### src/rtl/pam_pkg.sv
// Shared encodings for the legacy BIOS window router.
// Assumes a two-bit originator field and a one-bit destination.
package pam_pkg;
    typedef enum logic [1:0] {
        ORG_CORE    = 2'd0,
        ORG_IO_SNP  = 2'd1,
        ORG_IO_NSNP = 2'd2,
        ORG_GFX     = 2'd3
    } origin_e;

    typedef enum logic {
        DST_DRAM = 1'b0,
        DST_LINK = 1'b1
    } dest_e;
endpackage

### src/rtl/pam_section_decode.sv
// Decodes a byte address into a one-hot section vector for the attribute window.
// Assumes the small sections are contiguous and the large section directly follows them.
module pam_section_decode #(
    parameter int ADDR_W      = 32,
    parameter int WIN_BASE    = 32'h000C_0000,
    parameter int SMALL_BYTES = 32'h4000,
    parameter int NUM_SMALL   = 12,
    parameter int BIG_BYTES   = 32'h1_0000
) (
    input  logic [ADDR_W-1:0]    addr,
    output logic [NUM_SMALL:0]   sec_hit,
    output logic                 in_window
);
    localparam int NUM_SEC = NUM_SMALL + 1;
    localparam logic [ADDR_W:0] BIG_LO = (ADDR_W+1)'(WIN_BASE) + (ADDR_W+1)'(NUM_SMALL * SMALL_BYTES);

    logic [ADDR_W:0] a_ext;
    assign a_ext = {1'b0, addr};

    // One comparator pair per section, generated from the section geometry.
    for (genvar s = 0; s < NUM_SEC; s++) begin : g_sec
        localparam logic [ADDR_W:0] LO = (s < NUM_SMALL) ?
            (ADDR_W+1)'(WIN_BASE) + (ADDR_W+1)'(s * SMALL_BYTES) : BIG_LO;
        localparam logic [ADDR_W:0] HI = (s < NUM_SMALL) ?
            LO + (ADDR_W+1)'(SMALL_BYTES) : BIG_LO + (ADDR_W+1)'(BIG_BYTES);
        assign sec_hit[s] = (a_ext >= LO) && (a_ext < HI);
    end

    // Window membership is any section hit.
    assign in_window = |sec_hit;
endmodule

### src/rtl/pam_route_policy.sv
// Combinational routing policy: picks destination, snoop flag, error, address and byte enables.
// Assumes the selected section's permit bits are already extracted by the caller.
module pam_route_policy
    import pam_pkg::*;
#(
    parameter int ADDR_W   = 32,
    parameter int BE_W     = 4,
    parameter int ERR_ADDR = 32'h000C_0000
) (
    input  logic              in_window,
    input  logic              sec_rd_ok,
    input  logic              sec_wr_ok,
    input  logic              is_write,
    input  origin_e           origin,
    input  logic [ADDR_W-1:0] addr_i,
    input  logic [BE_W-1:0]   be_i,
    output dest_e             dest,
    output logic              snoop,
    output logic              error,
    output logic [ADDR_W-1:0] addr_o,
    output logic [BE_W-1:0]   be_o
);
    logic permit;

    // Permit bit for the access direction.
    assign permit = is_write ? sec_wr_ok : sec_rd_ok;

    // Decide all result fields from origin and window membership.
    always_comb begin
        dest   = DST_DRAM;
        snoop  = 1'b0;
        error  = 1'b0;
        addr_o = addr_i;
        be_o   = be_i;
        if (in_window) begin
            unique case (origin)
                ORG_CORE:    dest = permit ? DST_DRAM : DST_LINK;
                ORG_IO_SNP: begin
                    dest  = permit ? DST_DRAM : DST_LINK;
                    snoop = 1'b1;
                end
                ORG_IO_NSNP: dest = DST_DRAM;
                ORG_GFX: begin
                    error  = 1'b1;
                    addr_o = ADDR_W'(ERR_ADDR);
                    if (is_write) be_o = '0;
                end
                default:     dest = DST_DRAM;
            endcase
        end
    end
endmodule

### src/rtl/pam_router.sv
// Top of the legacy BIOS window router: decodes, applies policy, registers the result.
// Assumes one request per cycle and attribute bits valid in the request cycle.
module pam_router
    import pam_pkg::*;
#(
    parameter int ADDR_W    = 32,
    parameter int BE_W      = 4,
    parameter int NUM_SMALL = 12
) (
    input  logic                 clk,
    input  logic                 rst_n,
    input  logic                 req_valid,
    input  logic [ADDR_W-1:0]    req_addr,
    input  logic                 req_write,
    input  logic [1:0]           req_origin,
    input  logic [BE_W-1:0]      req_be,
    input  logic [NUM_SMALL:0]   attr_rd_en,
    input  logic [NUM_SMALL:0]   attr_wr_en,
    output logic                 out_valid,
    output logic                 out_dest,
    output logic                 out_snoop,
    output logic                 out_error,
    output logic                 out_in_region,
    output logic [ADDR_W-1:0]    out_addr,
    output logic [BE_W-1:0]      out_be
);
    localparam int          WIN_BASE = 32'h000C_0000;
    localparam logic [ADDR_W-1:0] ERR_A = ADDR_W'(WIN_BASE);

    logic [NUM_SMALL:0] sec_hit;
    logic               in_window;
    logic               sec_rd_ok, sec_wr_ok;
    dest_e              nxt_dest;
    logic               nxt_snoop, nxt_error;
    logic [ADDR_W-1:0]  nxt_addr;
    logic [BE_W-1:0]    nxt_be;
    origin_e            origin;

    assign origin = origin_e'(req_origin);

    pam_section_decode #(
        .ADDR_W(ADDR_W), .WIN_BASE(WIN_BASE), .SMALL_BYTES(32'h4000),
        .NUM_SMALL(NUM_SMALL), .BIG_BYTES(32'h1_0000)
    ) i_dec (
        .addr(req_addr), .sec_hit(sec_hit), .in_window(in_window)
    );

    // Pick the permit bits of the one section that was hit.
    assign sec_rd_ok = |(sec_hit & attr_rd_en);
    assign sec_wr_ok = |(sec_hit & attr_wr_en);

    pam_route_policy #(
        .ADDR_W(ADDR_W), .BE_W(BE_W), .ERR_ADDR(WIN_BASE)
    ) i_pol (
        .in_window(in_window), .sec_rd_ok(sec_rd_ok), .sec_wr_ok(sec_wr_ok),
        .is_write(req_write), .origin(origin), .addr_i(req_addr), .be_i(req_be),
        .dest(nxt_dest), .snoop(nxt_snoop), .error(nxt_error),
        .addr_o(nxt_addr), .be_o(nxt_be)
    );

    // Result register: capture on a valid request, clear on reset.
    always_ff @(posedge clk) begin
        if (!rst_n) begin
            out_valid     <= 1'b0;
            out_dest      <= 1'b0;
            out_snoop     <= 1'b0;
            out_error     <= 1'b0;
            out_in_region <= 1'b0;
            out_addr      <= '0;
            out_be        <= '0;
        end else begin
            out_valid <= req_valid;
            if (req_valid) begin
                out_dest      <= nxt_dest;
                out_snoop     <= nxt_snoop;
                out_error     <= nxt_error;
                out_in_region <= in_window;
                out_addr      <= nxt_addr;
                out_be        <= nxt_be;
            end
        end
    end


    sec_onehot_chk: assert property (@(posedge clk) disable iff (!rst_n)
        $onehot0(sec_hit));


    valid_follow_chk: assert property (@(posedge clk) disable iff (!rst_n)
        req_valid |=> out_valid);


    nsnp_dram_chk: assert property (@(posedge clk) disable iff (!rst_n)
        (req_valid && in_window && req_origin == 2'd2) |=> (out_dest == 1'b0 && !out_snoop));


    gfx_redirect_chk: assert property (@(posedge clk) disable iff (!rst_n)
        (req_valid && in_window && req_origin == 2'd3) |=> (out_error && out_addr == ERR_A));


    gfx_wr_be_chk: assert property (@(posedge clk) disable iff (!rst_n)
        (req_valid && in_window && req_origin == 2'd3 && req_write) |=> (out_be == '0));


    outside_pass_chk: assert property (@(posedge clk) disable iff (!rst_n)
        (req_valid && !in_window) |=> (!out_in_region && !out_error && !out_snoop
                                       && out_addr == $past(req_addr) && out_be == $past(req_be)));


    snp_flag_chk: assert property (@(posedge clk) disable iff (!rst_n)
        (req_valid && in_window && req_origin == 2'd1) |=> out_snoop);
endmodule

### config.mk
export PLATFORM = sky130hd
export DESIGN_NAME = pam_router
export DESIGN_NICKNAME = d
export VERILOG_FILES = /design/src/rtl/pam_pkg.sv /design/src/rtl/pam_section_decode.sv /design/src/rtl/pam_route_policy.sv /design/src/rtl/pam_router.sv
export SDC_FILE = /design/constraint.sdc
export NUM_CORES = 1
export LEC_CHECK = 0
export ABC_AREA = 0
export BUFFER_PORTS_ARGS = -buffer_cell sky130_fd_sc_hd__buf_2
export CAP_MARGIN = 10
export CORE_ASPECT_RATIO = 1.1
export CORE_MARGIN = 2
export CORE_UTILIZATION = 30
export DETAILED_ROUTE_END_ITERATION = 6
export MAX_ROUTING_LAYER = met4
export PLACE_DENSITY = 0.64
export SLEW_MARGIN = 20
export SYNTH_ARGS = -nofsm -noshare
export SYNTH_HDL_FRONTEND = slang
export SYNTH_SLANG_ARGS = --single-unit
### constraint.sdc
create_clock -name clk -period 1.4 [get_ports clk]
set_input_delay 0.28 -clock clk [delete_from_list [all_inputs] [get_ports clk]]
set_output_delay 0.28 -clock clk [all_outputs]
set_load 0.005 [all_outputs]
* Word level (Yosys, flattened, before mapping)
Cells that the tools add are included.
** Storage, ports and cells
- Bits in registers :: 41
- Output and inout port bits :: 41
- Latch bits :: 0
- Input port bits :: 68
- Bits in writable memories :: 0
- Bits in read-only memories :: 0
- Word-level logic and storage cells :: 68
- Memories kept :: 0
** Operators by class
- Bitwise gates (word level) :: 2
- Div/mod/pow operators :: 0
- $mul :: 0
- $lt $le $gt $ge :: 26
- Multiplexer cells :: 13
- Equality and inequality tests :: 2
- $add $sub $neg :: 0
- Shifts and indexed selects :: 0
- Reduce and logical (&&, ||, !) cells :: 18
** Operator list (number)
- 32-bit by 20-bit greater-or-equal comparator with 1-bit output (second input constant) :: 13
- 32-bit by 20-bit less-than comparator with 1-bit output (second input constant) :: 12
- 32-bit 2-to-1 mux :: 2
- 13-bit OR reduction :: 3
- 32-bit by 21-bit less-than comparator with 1-bit output (second input constant) :: 1
- 13-bit bitwise AND :: 2
- 1-bit logical AND :: 13
- 4-bit 2-to-1 mux :: 3
- 1-bit 2-to-1 mux :: 8
- 2-bit by 1-bit equality test with 1-bit output (second input constant) :: 1
- 2-bit equality test (second input constant) :: 1
- 2-bit logical NOT :: 1
- 2-bit OR reduction :: 1

* Depth between registers and ports, before layout
Gate-level depths: netlist of the first run.
- Depth in word-level cells :: 8
- Depth in mapped cells :: 7
- Mapped depth without buffers :: 5

* By module
A second synthesis of the first run with hierarchy kept.
** Second synthesis, totals
- Cell total of the unflattened synthesis :: 222
- Area, all modules :: 2308.5 µm²
** Modules (own cells, without submodules)
- pam_router :: area an instance 1705.4 µm², times used 1, sequential area each 820.8 µm², cells each 147
- pam_route_policy :: area an instance 397.9 µm², times used 1, sequential area each 0.0 µm², cells each 45
- pam_section_decode :: area an instance 205.2 µm², times used 1, sequential area each 0.0 µm², cells each 30

* Worst setup path after synthesis of the first run
Ideal clock, no wire load.
- Path kind :: input port to flip-flop
- Start point :: input req_addr[23]
- End point :: register out_addr[0]
- Data required time :: 1.283 ns
- Path buffers :: 1
- Stages :: 6
- Data arrival time :: 1.386 ns
- Slack :: -0.103 ns
- Library setup time :: 0.117 ns
- Cell sequence :: nor4b_1 -> and4_1 -> and3_4 -> nor2_2 -> buf_6 -> a22o_1
** Between the ends
- Word-level cells in the longest chain between the ends :: 4
- Elaborated cells on any way between the ends :: 41
- Classes of those cells :: order compare (26); mux (1); reduce/logical (14)
** RTL lines
- from (decl) :: line pam_router.sv:13 : input logic [ADDR_W-1:0] req_addr,
- 32-bit by 20-bit greater-or-equal comparator with 1-bit output, or another cell as far along :: line pam_section_decode.sv:26 : assign sec_hit[s] = (a_ext >= LO) && (a_ext < HI);
- 1-bit logical AND :: line pam_section_decode.sv:26
- 13-bit OR reduction * :: line pam_section_decode.sv:30 : assign in_window = |sec_hit;
- 32-bit 2-to-1 mux * :: line pam_route_policy.sv:35 : if (in_window) begin
- to (signal assigned) :: line pam_router.sv:78 : out_addr <= nxt_addr;
- to (decl) :: line pam_router.sv:24 : output logic [ADDR_W-1:0] out_addr,
Mark *: on every way between the ends. The rest lies on a longest branch, timed or not.
A chain may end at the register's enable or synchronous reset.

* Worst setup path in the final report of the first run
- Start point :: input req_addr[31]
- End point :: register out_addr[13]
The elaborated chain is that of the path after synthesis.

==> metrics, run 1 <==
ys flop type dfxtp_1; DRT iter0 DRCs 78; Hold-fix buffers, CTS 0; status completed; Via density 4.73; Hold Startpoint req_addr[7]; worst hold slack between 200 and 250 ps; r2r endpoint out_addr[23]; clk slew on worst S/H paths ~80 ps; Slew Limit Fails 0; clk_skew 0 ps; Worst EP arrival 1500 ps; EDFF count, synth 0; most common cell in the netlist dfxtp_1; Power Dens Cells 970 mW/mm²; Synth area leaders dfxtp_1, a22o_1, mux2i_1, nand3b_1, nand2_1; FFs w/ async S/R, synth 0%; CP Buf/Inv Count 1; Worst Max-Slew Pin Slew approximately 400 ps; aggregate global routing overflow 0; Sum Neg Setup Slack 0 ps; routed via count 1687; Mapped Cells between 150 and 200; Post-Syn Area about 0.0017 mm²; Die W about 75 µm; total power approximately 0.0025 W; hpwl dp 3370 µm; Max Root-Sink Buffers 2; Core ar. between 0.005 and 0.006 mm²; Synthesized Nets around 230; CP Launch Type input port; WP data required between 1500 and 2000 ps; register area share after synthesis 49.0%; routed wire length 4570 µm; GPL Wtd Cong approximately 0.74; nets@finish between 300 and 400; endpoint class of the critical path flop; Post-synth top cells dfxtp_1, a22o_1, nand2_1, clkbuf_1, mux2i_1; area leader, netlist dfxtp_1; Synth warnings 0; post-CTS setup buffer count 0; Initial Utilization between 30% and 40%; switching power share of the total roughly 25%; Leakage ~1.2 nW; VDD IR-drop max around 0.34 mV; Hold Path Sink out_addr[7]; router iterations before antenna repair 4; Root Driver clkbuf_8; max frequency approximately 0.76 GHz; Seq pwr share between 50% and 60%; Yosys reg bits 41; endpoints failing setup 0; flop-to-flop setup slack between 700 and 800 ps; clock latency on the worst-skew pair about 290 ps; CP max FO 15; share of the synthesized area in the top cell type 49.0%; n_diodes 0; aggregate global-route resource usage 14.7%; worst-path cell chain buf_2 > nor4_2 > and4_1 > and3_4 > nor2_4 > a22o_1; IO Count 109; final worst path period share approximately 94%; Port Buffers approximately 110; Site Rows 28; average routed wire per standard cell 12.8 µm; Final Hold Vio Count 0; worst r2r src out_addr[23]; first-pass GRT wire length 6830 µm; CTS Buf Count 5; clock sink count 41; CTS tree done; Reg2Reg Depth 1; Hold Path Cell Cnt 2; number of global-route vias before repair between 1500 and 2000; Cell variety after synth 36; max_slew headroom 73.1%; H-tree Lvls 2; largest net degree at the start of global routing 18; Max Cap Violations 0; combinational power share between 10% and 20%; synthesized area per cell roughly 11 µm²; Die ar. just over 0.006 mm²; initial antenna violation count 0; Die Y between 80 and 90 µm; CP peak stage delay roughly 270 ps; min Tclk post-route between 1000 and 1500 ps; Clock Power Share around 33%; Antenna Nets Post-Route 0; crit path kind input port to flop; Worst Hold Class input port to flop; cell family with most CP delay simple AND/OR/NAND/NOR gates; Area growth, synth to finish 50.9%; Psw 0.000603 W; slowest CP cell nor4_2; Critical Path Source req_addr[31]; Int Pwr 0.00185 W; RSZ-0062 raised after global routing no; drt drc 0; share of cells above drive strength 1 about half
[layout by cell type (no fill, tap or decap), types with 2 or more instances in the layout]
cell type / count
o21ai_0: 3
buf_4: 19
a21boi_0: 2
o31ai_1: 2
nor2_4: 2
nand2b_1: 3
nand4_1: 3
clkbuf_8: 6
nand3_1: 2
nor2_1: 3
nand2_1: 10
nand3b_1: 6
mux2i_1: 7
a31oi_1: 3
nor3b_1: 3
nor4b_2: 2
dfxtp_1: 41
a22o_1: 31
nor2b_1: 4
buf_2: 108
inv_1: 2
[sequential cells by signal (all words and copies together) (netlist names)]
signal         count
out_addr          32
out_be             4
out_dest           1
out_error          1
out_in_region      1
out_snoop          1
out_valid          1
[power groups by stage]
stage                     Sequential (W)  Clock (W)  Combinational (W)
after global placement           0.00129          0           0.000391
after CTS                        0.00126   0.000820           0.000399
after detailed placement         0.00128          0           0.000397
final                            0.00126   0.000801           0.000395
after global routing             0.00127   0.000877           0.000438
after floorplan                  0.00129          0           0.000166
[worst max path at each step]
stage                   end  cells past startpoint  slack [ps]
2_1_floorplan   out_addr[0]                      6         -60
3_3_place_gp   out_addr[11]                      6        -340
3_5_place_dp   out_addr[13]                      6        -370
4_1_cts        out_addr[28]                      6          30
5_1_grt        out_addr[21]                      6           7
6_report       out_addr[13]                      6          90
[per-layer routing]
metal / track usage, % / wire length (µm)
met1: 17.5 / 2060
met2: 23.7 / 2100
met3: 3.28 / 329
met4: 6.32 / 75
met5: - / 0
[metrics by stage]
| stage | instances | cell area (µm²) | setup slack (ps) | util, % |
|---|---|---|---|---|
| after floorplan | 159 | 1690 | -56.0 | - |
| after global placement | 348 | 2420 | -342 | 44.8 |
| after detailed placement | 348 | 2420 | -371 | 44.8 |
| after CTS | 357 | 2520 | 31.1 | 46.8 |
| after global routing | 357 | 2530 | 7.21 | 46.9 |
| final | 357 | 2530 | 88.1 | 46.9 |
[final cells by class]
| class | count | area [µm²] |
|---|---|---|
| Clock buffer | 6 | 82.6 |
| Sequential cell | 41 | 821 |
| Inverter | 2 | 7.51 |
| Tap cell | 75 | 93.8 |
| Timing Repair Buffer | 128 | 703 |
| Clock inverter | 2 | 13.8 |
| Fill cell | 540 | 2870 |
| Multi-Input combinational cell | 103 | 808 |
[repair_timing]
action | CTS | global route
gates cloned | 1 | 0
setup endpoints to repair | 30 | 31
pin swaps | 1 | 1
resized for setup | 1 | 1
[logic make-up after synthesis]
family / after synthesis / share of synthesized area [%]
buf+inv: 16 / 5.07
simple gates: 45 / 16.4
mux: 9 / 6.19
flops: 41 / 49.0
compound gates: 48 / 23.4
Power figures use the tool's default switching activity.
==> inputs of run 2 (changes only) <==
Settings changed: ABC_AREA 0 to 1, BUFFER_PORTS_ARGS -buffer_cell sky130_fd_sc_hd__buf_2 to default, DONT_BUFFER_PORTS from default to 1, PLACE_DENSITY 0.64 to 0.46.
==> metrics, run 2 <==
routed via count 2481 (was 1687); GPL Wtd Cong 0.861 (was 0.737); Die W 90.0 µm (was 75.3 µm); n_diodes 0 (unchanged); Reg2Reg Depth 2 (was 1); drt drc 0 (unchanged); Core ar. 0.00791 mm² (was 0.00540 mm²); failing checks negative setup slack; register area share after synthesis 33.6% (was 49.0%); commonest cells after routing, fill and taps aside nand2_1, buf_4, dfxtp_1, inv_1, nor2_1 (was buf_2, dfxtp_1, a22o_1, buf_4, nand2_1); final instance area 0.00352 mm² (was 0.00253 mm²); Hold-fix buffers, CTS 0 (unchanged); switching power share of the total 24.0% (was 24.6%); Final Hold Vio Count 0 (unchanged); endpoints failing setup 26 (was 0); Port Buffers 0 (was 108); Die Y 98.6 µm (was 82.4 µm); slowest CP cell nor2_4 (was nor4_2); most common cell in the netlist nand2_1 (was dfxtp_1); CP Launch Type input port (unchanged); Power Dens Cells 723 mW/mm² (was 970 mW/mm²); EDFF count, synth 0 (unchanged); clock latency on the worst-skew pair 290 ps (about the same); combinational power share 10.6% (was 16.1%); Initial Utilization 30.9% (was 31.1%); Clock Power Share 39.3% (was 32.6%); synthesized area per cell 6.71 µm² (was 10.5 µm²); Placed Cells 501 (was 348); worst r2r src out_error (was out_addr[23]); Site Rows 34 (was 28); Hold Path Cell Cnt 1 (was 2); Max Cap Violations 0 (unchanged); WP data required 1630 ps (was 1590 ps); commonest non-fill, non-tap cell in the layout nand2_1 (was buf_2); clk slew on worst S/H paths 80 ps (about the same); Post-Syn Area 0.00244 mm² (was 0.00168 mm²); Filler cells 848 (was 540); Via density 4.76 (was 4.73); H-tree Lvls 2 (unchanged); Hold Startpoint req_valid (was req_addr[7]); Synthesized Nets 432 (was 227); routed wire length 8000 µm (was 4570 µm); dpl ws -576 ps (was -371 ps); Worst Hold Class input port to flop (unchanged); router iterations before antenna repair 4 (unchanged); initial antenna violation count 0 (unchanged); Synth area leaders dfxtp_1, nand2_1, nand3_2, a21oi_2, nor2_1 (was dfxtp_1, a22o_1, mux2i_1, nand3b_1, nand2_1); VDD IR-drop max 0.646 mV (was 0.336 mV); share of cells above drive strength 1 39.7% (was 51.8%); area occupied by multi-input gates 0.00174 mm² (was 808 µm²); register area 821 µm² (unchanged); endpoint class of the critical path flop (unchanged); Worst EP arrival 1910 ps (was 1500 ps); ys flop type dfxtp_1 (unchanged); largest net degree at the start of global routing 43 (was 18); Worst Max-Slew Pin Slew 271 ps (was 400 ps); aggregate global routing overflow 0 (unchanged); Max Root-Sink Buffers 2 (unchanged); min Tclk post-route 1680 ps (was 1310 ps); Yosys reg bits 41 (unchanged); CTS Buf Count 5 (unchanged); Leakage 1.43 nW (was 1.25 nW); hpwl dp 5870 µm (was 3370 µm); Antenna Nets Post-Route 0 (unchanged); DRT iter0 DRCs 78 (unchanged); FFs w/ async S/R, synth 0% (unchanged); clk_skew 0 ps (unchanged); max_slew headroom 81.9% (was 73.1%); Int Pwr 0.00193 W (was 0.00185 W); final worst path period share 120% (was 93.7%); Post-synth top cells nand2_1, dfxtp_1, nor2_1, inv_1, nand3_1 (was dfxtp_1, a22o_1, nand2_1, clkbuf_1, mux2i_1); Mapped Cells 364 (was 159); Final Non-Filler Cells 521 (was 357); area leader, netlist dfxtp_1 (unchanged); Die ar. 0.00888 mm² (was 0.00620 mm²); RSZ-0062 raised after global routing yes (was no); number of global-route vias before repair 2506 (was 1530); Seq pwr share 50.2% (was 51.3%); clock sink count 41 (unchanged); worst setup margin -277 ps (was 88.1 ps); placed cell area 0.00295 mm² (was 0.00242 mm²); Hold Path Sink out_error (was out_addr[7]); nets@finish 480 (was 349); first-pass GRT wire length 13000 µm (was 6830 µm); CP max FO 6 (was 15); r2r endpoint out_error (was out_addr[23]); average routed wire per standard cell 15.4 µm (was 12.8 µm); CP dominant cell by count nand2_2; CTS tree done (unchanged); Slew Limit Fails 0 (unchanged); max frequency 0.596 GHz (was 0.762 GHz); Psw 0.000609 W (was 0.000603 W); Area growth, synth to finish 44.0% (was 50.9%); aggregate global-route resource usage 18.4% (was 14.7%); IO Count 109 (unchanged); share of the synthesized area in the top cell type 33.6% (was 49.0%); status finished with violations (was completed); worst-path cell chain nor2_4 > nand2_2 > nor2_4 > buf_6 > nand3_4 > nand3_2 > nand2_2 > nor2_2 > nand2_2 > o21ai_4 > buf_6 > buf_16 > nand3_4 > a21oi_2 (was buf_2 > nor4_2 > and4_1 > and3_4 > nor2_4 > a22o_1); Synth warnings 0 (unchanged); Regs by FF count out_addr (32), out_be (4) (unchanged); crit path kind input port to flop (unchanged); largest register by flop count out_addr (unchanged); Cell variety after synth 24 (was 36); worst hold slack 65.4 ps (was 206 ps); max reg flops 32 (unchanged); flop-to-flop setup slack 730 ps (was 790 ps); CP peak stage delay 190 ps (was 270 ps); Root Driver clkbuf_8 (unchanged)
## run 2: power by group through the flow
stage	clock network, W	registers [W]	logic [W]
after detailed placement	0	0.00130	0.000251
after global routing	0.00108	0.00128	0.000302
after CTS	0.00103	0.00128	0.000260
after floorplan	0	0.00129	0.000209
after global placement	0	0.00130	0.000247
final	0.000998	0.00127	0.000268
## run 2: metrics by stage
step	util [%]	TNS [ps]	total power [W]
global route	44.4	-9990	0.00266
finish	44.4	-6250	0.00254
detailed placement	37.2	-14640	0.00155
global placement	37.2	-13320	0.00155
floorplan	-	-7890	0.00150
CTS	41.6	-5840	0.00257
## run 2: final cells by class
class,count,share of cell area [%]
multi-input combinational,271,49.5
sequential,41,23.3
timing repair buffer,58,16.2
tap,108,3.84
inverter,35,3.81
clock buffer,7,2.46
clock inverter,1,0.854
## run 2: worst max path at each step
stage | from | endpoint | slack, ps
2_1_floorplan | req_addr[21] | out_addr[0] | -330
3_3_place_gp | req_addr[29] | out_addr[11] | -540
3_5_place_dp | req_addr[29] | out_addr[14] | -580
4_1_cts | req_addr[28] | out_addr[6] | -260
5_1_grt | req_addr[19] | out_addr[14] | -410
6_report | req_addr[28] | out_addr[7] | -280
## run 2: timing repair
| item | 4_1_cts | 5_1_grt |
|---|---|---|
| setup buffers | 7 | 4 |
| cloned | 3 | 0 |
| setup endpoints to repair | 26 | 27 |
| pin swaps | 12 | 31 |
| resized for setup | 25 | 44 |
## run 2: logic make-up (layout without fill, tap and decap cells)
kind of cell	after synthesis	in the layout	synth area share [%]
simple gates	224	224	44.6
buf+inv	52	101	9.12
compound gates	47	47	12.7
flops	41	41	33.6
## run 2: per-layer routing
metal	track usage, %	share of wire, %
met1	21.4	42
met3	4.89	6.8
met2	31.9	51
met4	4.38	0.61
met5	-	0
## run 2: worst max-delay path, delay by kind of cell
family,cells,cell delay [ps]
AND/OR/NAND/NOR,9,870
buffers and inverters,3,470
AO/OA/AOI/OAI,2,280
